**src/rtl/qtb_pkg.sv**
```systemverilog
package qtb_pkg;
  localparam int REG_PER_TMR = 4;
  localparam int OFS_LOAD    = 0;
  localparam int OFS_VALUE   = 1;
  localparam int OFS_CTRL    = 2;
  localparam int OFS_CLEAR   = 3;
  // control bit positions software depends on
  localparam int CB_EN       = 7;
  localparam int CB_PER      = 6;
  localparam int CB_SLOW     = 3;

  typedef struct packed {
    logic en;
    logic periodic;
    logic slow_sel;
  } tmr_ctl_t;
endpackage

```
**src/rtl/qtb_reload_timer.sv**
```systemverilog
module qtb_reload_timer
  import qtb_pkg::*;
#(
  parameter int W = 16
) (
  input  logic          clk,
  input  logic          rst_n,
  input  logic          slow_tick,
  input  logic          fast_tick,
  input  logic          load_wr,
  input  logic          ctrl_wr,
  input  logic          clear_wr,
  input  logic [W-1:0]  load_data,
  input  tmr_ctl_t      ctrl_data,
  output logic [W-1:0]  count_o,
  output logic [W-1:0]  load_o,
  output tmr_ctl_t      ctrl_o,
  output logic          irq_o
);
  logic [W-1:0] cnt_q, cnt_d, load_q, load_d;
  tmr_ctl_t     ctl_q, ctl_d;
  logic         irq_q, irq_d;
  logic         start, step, wrap;

  always_comb begin
    start  = ctrl_wr && ctrl_data.en && !ctl_q.en;
    step   = ctl_q.en && (ctl_q.slow_sel ? slow_tick : fast_tick);
    wrap   = step && (cnt_q == '0);
    load_d = load_wr ? load_data : load_q;
    ctl_d  = ctrl_wr ? ctrl_data : ctl_q;
    cnt_d  = cnt_q;
    if (start)      cnt_d = load_q;
    else if (wrap)  cnt_d = ctl_q.periodic ? load_q : '1;
    else if (step)  cnt_d = cnt_q - W'(1);
    irq_d  = wrap | (irq_q & ~clear_wr);
  end

  always_ff @(posedge clk or negedge rst_n) begin
    if (!rst_n) begin
      cnt_q  <= '0;
      load_q <= '0;
      ctl_q  <= '0;
      irq_q  <= 1'b0;
    end else begin
      cnt_q  <= cnt_d;
      load_q <= load_d;
      ctl_q  <= ctl_d;
      irq_q  <= irq_d;
    end
  end

  assign count_o = cnt_q;
  assign load_o  = load_q;
  assign ctrl_o  = ctl_q;
  assign irq_o   = irq_q;

  assert_hold_while_off_R2: assert property (@(posedge clk) disable iff (!rst_n)
    (!ctl_q.en && !start) |=> $stable(cnt_q));
  assert_start_loads_R2: assert property (@(posedge clk) disable iff (!rst_n)
    start |=> (cnt_q == $past(load_q)));
  assert_periodic_reload_R3: assert property (@(posedge clk) disable iff (!rst_n)
    (wrap && ctl_q.periodic) |=> (cnt_q == $past(load_q)));
  assert_free_wraps_ones_R4: assert property (@(posedge clk) disable iff (!rst_n)
    (wrap && !ctl_q.periodic) |=> (&cnt_q));
  assert_irq_sticky_R5: assert property (@(posedge clk) disable iff (!rst_n)
    (irq_q && !clear_wr) |=> irq_q);
  assert_clear_drops_R5: assert property (@(posedge clk) disable iff (!rst_n)
    (clear_wr && !wrap) |=> !irq_q);
  assert_clear_loses_to_wrap_R6: assert property (@(posedge clk) disable iff (!rst_n)
    (clear_wr && wrap) |=> irq_q);
endmodule

```
**src/rtl/qtb_stamp_counter.sv**
```systemverilog
module qtb_stamp_counter #(
  parameter int W = 40
) (
  input  logic         clk,
  input  logic         rst_n,
  input  logic         fast_tick,
  input  logic         en_wr,
  input  logic         en_data,
  output logic [W-1:0] count_o,
  output logic         en_o
);
  logic [W-1:0] cnt_q, cnt_d;
  logic         en_q, en_d;

  always_comb begin
    en_d  = en_wr ? en_data : en_q;
    cnt_d = (en_q && fast_tick) ? cnt_q + W'(1) : cnt_q;
  end

  always_ff @(posedge clk or negedge rst_n) begin
    if (!rst_n) begin
      cnt_q <= '0;
      en_q  <= 1'b0;
    end else begin
      cnt_q <= cnt_d;
      en_q  <= en_d;
    end
  end

  assign count_o = cnt_q;
  assign en_o    = en_q;

  assert_stamp_step_R9: assert property (@(posedge clk) disable iff (!rst_n)
    (en_q && fast_tick) |=> (cnt_q == $past(cnt_q) + W'(1)));
  assert_stamp_hold_R9: assert property (@(posedge clk) disable iff (!rst_n)
    !(en_q && fast_tick) |=> $stable(cnt_q));
endmodule

```
**src/rtl/quad_timer_bank.sv**
```systemverilog
module quad_timer_bank
  import qtb_pkg::*;
#(
  parameter int SMALL_W = 16,
  parameter int WIDE_W  = 32,
  parameter int NUM_TMR = 3,
  parameter int STAMP_W = 40,
  parameter int DATA_W  = 32,
  parameter int ADDR_W  = 4
) (
  input  logic                clk,
  input  logic                rst_n,
  input  logic                slow_tick,
  input  logic                fast_tick,
  input  logic                bus_wr,
  input  logic [ADDR_W-1:0]   bus_addr,
  input  logic [DATA_W-1:0]   bus_wdata,
  output logic [DATA_W-1:0]   bus_rdata,
  output logic [NUM_TMR-1:0]  irq
);
  localparam int STAMP_LO = NUM_TMR * REG_PER_TMR;
  localparam int STAMP_HI = STAMP_LO + 1;
  localparam int HI_W     = STAMP_W - DATA_W;

  // asynchronous assert, synchronous release
  logic [1:0] rst_pipe;
  logic       rst_int;
  always_ff @(posedge clk or negedge rst_n) begin
    if (!rst_n) rst_pipe <= 2'b00;
    else        rst_pipe <= {rst_pipe[0], 1'b1};
  end
  assign rst_int = rst_pipe[1];

  logic [DATA_W-1:0] cnt_rd  [NUM_TMR];
  logic [DATA_W-1:0] load_rd [NUM_TMR];
  logic [DATA_W-1:0] ctrl_rd [NUM_TMR];

  tmr_ctl_t ctl_in;
  assign ctl_in = '{en: bus_wdata[CB_EN], periodic: bus_wdata[CB_PER],
                    slow_sel: bus_wdata[CB_SLOW]};

  for (genvar t = 0; t < NUM_TMR; t++) begin : g_tmr
    localparam int TW = (t == NUM_TMR - 1) ? WIDE_W : SMALL_W;
    logic [TW-1:0] cnt_w, load_w;
    tmr_ctl_t      ctl_w;
    logic          ld_hit, ctl_hit, clr_hit;

    assign ld_hit  = bus_wr && (bus_addr == ADDR_W'(t*REG_PER_TMR + OFS_LOAD));
    assign ctl_hit = bus_wr && (bus_addr == ADDR_W'(t*REG_PER_TMR + OFS_CTRL));
    assign clr_hit = bus_wr && (bus_addr == ADDR_W'(t*REG_PER_TMR + OFS_CLEAR));

    qtb_reload_timer #(.W(TW)) u_tmr (
      .clk       (clk),
      .rst_n     (rst_int),
      .slow_tick (slow_tick),
      .fast_tick (fast_tick),
      .load_wr   (ld_hit),
      .ctrl_wr   (ctl_hit),
      .clear_wr  (clr_hit),
      .load_data (bus_wdata[TW-1:0]),
      .ctrl_data (ctl_in),
      .count_o   (cnt_w),
      .load_o    (load_w),
      .ctrl_o    (ctl_w),
      .irq_o     (irq[t])
    );

    assign cnt_rd[t]  = DATA_W'(cnt_w);
    assign load_rd[t] = DATA_W'(load_w);
    assign ctrl_rd[t] = (DATA_W'(ctl_w.en) << CB_EN) |
                        (DATA_W'(ctl_w.periodic) << CB_PER) |
                        (DATA_W'(ctl_w.slow_sel) << CB_SLOW);
  end

  logic [STAMP_W-1:0] stamp_cnt;
  logic               stamp_en;
  logic               stamp_hi_wr;
  assign stamp_hi_wr = bus_wr && (bus_addr == ADDR_W'(STAMP_HI));

  qtb_stamp_counter #(.W(STAMP_W)) u_stamp (
    .clk       (clk),
    .rst_n     (rst_int),
    .fast_tick (fast_tick),
    .en_wr     (stamp_hi_wr),
    .en_data   (bus_wdata[HI_W]),
    .count_o   (stamp_cnt),
    .en_o      (stamp_en)
  );

  always_comb begin
    bus_rdata = '0;
    for (int t = 0; t < NUM_TMR; t++) begin
      if (bus_addr == ADDR_W'(t*REG_PER_TMR + OFS_LOAD))  bus_rdata = load_rd[t];
      if (bus_addr == ADDR_W'(t*REG_PER_TMR + OFS_VALUE)) bus_rdata = cnt_rd[t];
      if (bus_addr == ADDR_W'(t*REG_PER_TMR + OFS_CTRL))  bus_rdata = ctrl_rd[t];
    end
    if (bus_addr == ADDR_W'(STAMP_LO)) bus_rdata = stamp_cnt[DATA_W-1:0];
    if (bus_addr == ADDR_W'(STAMP_HI)) begin
      bus_rdata[HI_W-1:0] = stamp_cnt[STAMP_W-1:DATA_W];
      bus_rdata[HI_W]     = stamp_en;
    end
  end
endmodule

```
**config.mk**
```make
export PLATFORM = sky130hd
export DESIGN_NAME = quad_timer_bank
export DESIGN_NICKNAME = d
export VERILOG_FILES = /design/src/rtl/qtb_pkg.sv /design/src/rtl/qtb_reload_timer.sv /design/src/rtl/qtb_stamp_counter.sv /design/src/rtl/quad_timer_bank.sv
export SDC_FILE = /design/constraint.sdc
export NUM_CORES = 1
export LEC_CHECK = 0
export BUFFER_PORTS_ARGS = -buffer_cell sky130_fd_sc_hd__buf_2
export CAP_MARGIN = 20
export CORE_MARGIN = 5
export CORE_UTILIZATION = 40
export CTS_BUF_LIST = sky130_fd_sc_hd__clkbuf_4
export DETAILED_ROUTE_END_ITERATION = 10
export RECOVER_POWER = 50
export SYNTH_ARGS = -nofsm -noshare
export SYNTH_HDL_FRONTEND = slang
export SYNTH_SLANG_ARGS = --single-unit
```
**constraint.sdc**
```tcl
create_clock -name clk -period 15.34 [get_ports clk]
set_clock_uncertainty 0.05 [all_clocks]
set_input_delay 3.068 -clock clk [delete_from_list [all_inputs] [get_ports clk]]
set_output_delay 3.068 -clock clk [all_outputs]
set_load 0.02 [all_outputs]
```
==> results of run 1 <==
==> cell families after synthesis <==
group	after synthesis	share of synthesized area, %
simple gates	370	18.5
flops	183	43.6
other cells	1	0.0357
fa+ha+maj	7	0.834
compound gates	271	18.9
xor+xnor	41	3.42
mux	95	10.2
buf+inv	118	4.46
==> power by group <==
| part | switching, mW | internal [mW] |
|---|---|---|
| Sequential | 0.148 | 0.579 |
| Combinational | 0.205 | 0.159 |
| Clock | 0.185 | 0.100 |
==> layer usage <==
layer,GRT usage (%),share of wire (%),vias up
met5,0,0,-
met4,5.06,1.8,0
met2,35.5,46,313
met1,31.8,46,4527
met3,3.04,5.8,30
li1,-,-,4192
==> area by class of cell <==
type | instances | area, µm² | area share [%]
clock inverter | 14 | 151 | 1.32
inverter | 52 | 195 | 1.71
sequential | 183 | 4580 | 40.0
timing repair buffer | 90 | 474 | 4.15
antenna | 1 | 2.50 | 0.0219
clock buffer | 18 | 135 | 1.18
multi-input combinational | 785 | 5480 | 47.9
tap | 335 | 419 | 3.66
==> worst max-delay path by stage <==
| stage | from | endpoint | slack, ps | cells past startpoint |
|---|---|---|---|---|
| after floorplan | bus_addr[2] | bus_rdata[2] | 7410 | 7 |
| after global placement | bus_addr[0] | bus_rdata[5] | 7010 | 7 |
| after detailed placement | bus_addr[0] | bus_rdata[5] | 6960 | 5 |
| after CTS | bus_addr[0] | bus_rdata[5] | 6940 | 5 |
| final | bus_addr[0] | bus_rdata[5] | 6890 | 5 |
| after global routing | bus_addr[0] | bus_rdata[5] | 6720 | 5 |
==> worst max-delay path: stages <==
cell	delay, ps
buf_2	660
nor2b_1	410
nand3_1	450
a31oi_1	480
buf_2	240
==> flip-flops by register name, indices dropped and copies added, names as in the netlist <==
name,count
g_tmr.u_tmr.irq_o,3
g_tmr.u_tmr.ctrl_o,9
u_stamp.count_o,40
u_stamp.en_o,1
g_tmr.u_tmr.count_o,64
g_tmr.u_tmr.load_o,64
rst_pipe,2
==> cell usage after synthesis (all sizes together), types with 9 or more instances <==
master	count
a21oi	42
a222oi	16
a22o	14
a22oi	23
a31oi	11
and3	13
buf	21
clkbuf	45
dfrtp	183
inv	52
mux2	87
nand2	67
nand3	44
nand4	22
nor2	91
nor3	44
nor4	21
o21ai	53
o221a	14
o221ai	9
o22ai	21
or3	11
or4	13
xnor2	28
xor2	13
==> impl_metrics.env, run 1 <==
export IMPL_outcome="finished with violations"
export IMPL_violations="capacitance limit, slew limit"
export IMPL_relSlewSlack_pct=-136
export IMPL_finalSetupViolations=0
export IMPL_cts_buffer_depth=2
export IMPL_synth_top_cell_area_share_pct=43.6
export IMPL_ys_seq_elements=183
export IMPL_h_tree_depth=4
export IMPL_ant_nets=0
export IMPL_firstDrtPassIters=9
export IMPL_drv_cap=3
export IMPL_max_freq_mhz=118
export IMPL_syn_inst=1086
export IMPL_synth_edf_count=0
export IMPL_cellPowerDensity_nw_per_um2=120
export IMPL_boundaryPins=76
export IMPL_ir_drop_mv=0.0469
export IMPL_fin_crit_ps=8450
export IMPL_synth_seq_area_share_pct=43.6
export IMPL_synth_cell_types=74
export IMPL_power_mw=1.38
export IMPL_rsz0062_at_grt="no"
export IMPL_worst_r2r_path_depth=1
export IMPL_final_common_cell="dfrtp_1"
export IMPL_num_vias=9062
export IMPL_rows=59
export IMPL_cts_buffers=17
export IMPL_reg2reg_from="rst_pipe[1]"
export IMPL_yosys_area_top_type="dfrtp_1"
export IMPL_grt_pass1_vias=8491
export IMPL_core_area_um2=26000
export IMPL_synth_area_um2=10500
export IMPL_worstHoldEndpoint="rst_pipe[1]"
export IMPL_ys_flop_type="dfrtp_1"
export IMPL_cts_resized_gates=0
export IMPL_final_area_um2=11400
export IMPL_worstMarginPinSlew_ps=3550
export IMPL_pre_cts_ws_ps=6960
export IMPL_hold_viol_final=0
export IMPL_vias_per_cell=6.13
export IMPL_drcViolationCount=0
export IMPL_fin_hold_ws_ps=322
export IMPL_start_util_pct=40.4
export IMPL_layout_nets=1177
export IMPL_p_leak_nw=4.94
export IMPL_hp_start="rst_pipe[0]"
export IMPL_finalCritPeriodShare_pct=55.1
export IMPL_hpwl_um=23800
export IMPL_avgSynthCellArea_um2=9.67
export IMPL_port_buffers=75
export IMPL_grt_overflow_total=0
export IMPL_fin_util_pct=44.0
export IMPL_critPathArrivalTime_ps=5340
export IMPL_clock_sinks=183
export IMPL_drive_gt1_share_pct=20.5
export IMPL_grt_max_degree=65
export IMPL_die_x_um=172
export IMPL_worst_r2r_setup_slack_ps=9980
export IMPL_cp_required_ps=12220
export IMPL_final_cell_mix="dfrtp_1, nor2_1, mux2_2, buf_2, nand2_1"
export IMPL_routabilityCongestion=0.931
export IMPL_post_drt_wl_per_cell_um=22.0
export IMPL_holdCritPathClass="reg -> reg"
export IMPL_clkTransAtPathRegs_ps=160
export IMPL_grt_first_pass_wirelength_um=50700
export IMPL_stdcell_count=1478
export IMPL_crit_type="in -> out"
export IMPL_tritoncts="yes"
export IMPL_setup_tns_ps=0
export IMPL_reg2reg_to="g_tmr[1].u_tmr.irq_o"
export IMPL_clk_insertion_delay_late_ps=590
export IMPL_fillers=2555
export IMPL_slew_violations=186
export IMPL_dpl_instance_area_um2=11200
export IMPL_ys_async_sr_fraction_pct=100
export IMPL_antenna_found_initial=1
export IMPL_root_buffer="clkbuf_4"
export IMPL_syn2layout_area_growth_pct=8.95
export IMPL_setup_worst_path_start_class="input port"
export IMPL_drt_iter0_markers=1005
export IMPL_postRouteWirelength_um=32500
export IMPL_end_kind="output port"
export IMPL_placed_cells=1445
export IMPL_grt_total_usage_pct=22.0
export IMPL_worstPathMaxFanout=40
export IMPL_die_area_um2=29600
export IMPL_synth_area_leaders="dfrtp_1, mux2_2, nor2_1, nand2_1, o21ai_0"
export IMPL_syn_nets=1134
export IMPL_synth_warnings=0
export IMPL_hold_depth=0
export IMPL_ctsHoldBuffers=0
export IMPL_setup_ws_ps=6890
export IMPL_dieHeight_um=172
export IMPL_postCtsSetupBuffers=0
(Power assumes the default switching activity.)
==> run 2: changes to the inputs <==
clock period = 8.3 ns   (was 15.34 ns; I/O delays follow)
==> impl_metrics.env, run 2 (synthesized netlist as in run 1, its figures left out) <==
export IMPL_pre_cts_ws_ps=2730
export IMPL_cp_cell_sequence="buf_2, nor2b_1, nand3_1, a31oi_1, buf_2"
export IMPL_stdcell_count=1481
export IMPL_finalCritPeriodShare_pct=67.7
export IMPL_postCtsSetupBuffers=0
export IMPL_cpPeakStageDelay_ps=670
export IMPL_end_kind="output port"
export IMPL_final_cell_mix="dfrtp_1, nor2_1, mux2_2, buf_2, nand2_1"
export IMPL_cp_slowest_cell="buf_2"
export IMPL_tritoncts="yes"
export IMPL_ctsHoldBuffers=0
export IMPL_fillers=2582
export IMPL_rsz0062_at_grt="no"
export IMPL_cts_buffer_depth=2
export IMPL_finalSetupViolations=0
export IMPL_worstPathMaxFanout=40
export IMPL_max_freq_mhz=178
export IMPL_grt_use_met1_pct=31.6
export IMPL_hold_viol_final=0
export IMPL_clkTransAtPathRegs_ps=160
export IMPL_layout_nets=1180
export IMPL_cts_buffers=17
export IMPL_fin_util_pct=44.0
export IMPL_crit_type="in -> out"
export IMPL_met3_usage_pct=3.20
export IMPL_cpMostUsedCell="buf_2"
export IMPL_drv_cap=3
export IMPL_cellPowerDensity_nw_per_um2=220
export IMPL_firstDrtPassIters=6
export IMPL_drive_gt1_share_pct=20.6
export IMPL_antenna_found_initial=1
export IMPL_boundaryPins=76
export IMPL_num_vias=9081
export IMPL_crit_buf_inv=2
export IMPL_grt_overflow_total=0
export IMPL_slew_violations=186
export IMPL_p_leak_nw=4.92
export IMPL_setup_ws_ps=2680
export IMPL_critPathArrivalTime_ps=3910
export IMPL_core_area_um2=26000
export IMPL_die_area_um2=29600
export IMPL_violations="capacitance limit, slew limit"
export IMPL_grt_first_pass_wirelength_um=51100
export IMPL_drt_iter0_markers=889
export IMPL_final_common_cell="dfrtp_1"
export IMPL_cp_top_family="buffers and inverters"
export IMPL_vias_per_cell=6.13
export IMPL_port_buffers=75
export IMPL_rows=59
export IMPL_setup_tns_ps=0
export IMPL_root_buffer="clkbuf_4"
export IMPL_use_met2_pct=35.1
export IMPL_worstMarginPinSlew_ps=3740
export IMPL_placed_cells=1446
export IMPL_post_drt_wl_per_cell_um=22.0
export IMPL_fin_crit_ps=5620
export IMPL_cts_resized_gates=0
export IMPL_setup_worst_path_start_class="input port"
export IMPL_ir_drop_mv=0.110
export IMPL_top_usage_layer="met2"
export IMPL_ant_nets=0
export IMPL_grt_total_usage_pct=22.2
export IMPL_start_util_pct=40.4
export IMPL_cp_required_ps=6590
export IMPL_h_tree_depth=4
export IMPL_holdCritPathClass="reg -> reg"
export IMPL_hpwl_um=23900
export IMPL_dieHeight_um=172
export IMPL_die_x_um=172
export IMPL_clk_insertion_delay_late_ps=610
export IMPL_postRouteWirelength_um=32600
export IMPL_routabilityCongestion=0.931
export IMPL_outcome="finished with violations"
export IMPL_relSlewSlack_pct=-149
export IMPL_grt_pass1_vias=8649
export IMPL_grt_max_degree=69
export IMPL_clock_sinks=183
export IMPL_syn2layout_area_growth_pct=8.88
export IMPL_drcViolationCount=0
-- run 2: cell types whose count changed in the layout (fill, tap and decap cells not counted) --
cell	change
clkinv_4	-1
clkinvlp_4	+4
inv_6	+1
buf_4	+2
bufinv_16	-1
clkinv_8	-1
clkbuf_2	+1
clkinv_1	+1
clkinv_2	-3
-- run 2: final timing paths --
path	from	to	slack (ps)	cells past startpoint
worst max-delay path	bus_addr[0]	bus_rdata[2]	2680	5
worst min-delay path	rst_pipe[0]	rst_pipe[1]	320	0
worst max register to register	rst_pipe[1]	g_tmr[2].u_tmr.load_o[4]	2840	1
worst min register to register	rst_pipe[0]	rst_pipe[1]	320	0
max in group asynchronous	rst_pipe[1]	g_tmr[2].u_tmr.load_o[4]	2840	1
min in group asynchronous	rst_n	rst_pipe[0]	740	1
-- run 2: routing by layer --
metal	part of all wire, %	vias up
met5	0	-
met4	2.8	0
met3	6.1	51
met2	46	374
met1	45	4492
li1	-	4164
-- run 2: stage by stage --
step	hold slack [ps]	power, mW	instance area (µm²)
2_1_floorplan	281	1.76	10500
3_3_place_gp	287	2.01	11200
3_5_place_dp	290	2.02	11200
4_1_cts	329	2.51	11400
5_1_grt	346	2.65	11400
6_report	323	2.51	11400
-- run 2: where the power goes --
part	total, mW	switching (mW)	internal [mW]
clock	0.487	0.334	0.153
combinational	0.678	0.383	0.295
sequential	1.34	0.275	1.07
-- run 2: area by class of cell --
cell class | instances | area [µm²] | area share [%]
multi-input cells | 785 | 5480 | 48.0
flip-flops and latches | 183 | 4580 | 40.1
repair buffers | 93 | 494 | 4.32
well taps | 335 | 419 | 3.67
inverters | 52 | 195 | 1.71
clock buffers | 18 | 135 | 1.18
clock inverters | 14 | 124 | 1.08
diodes | 1 | 2.50 | 0.0219
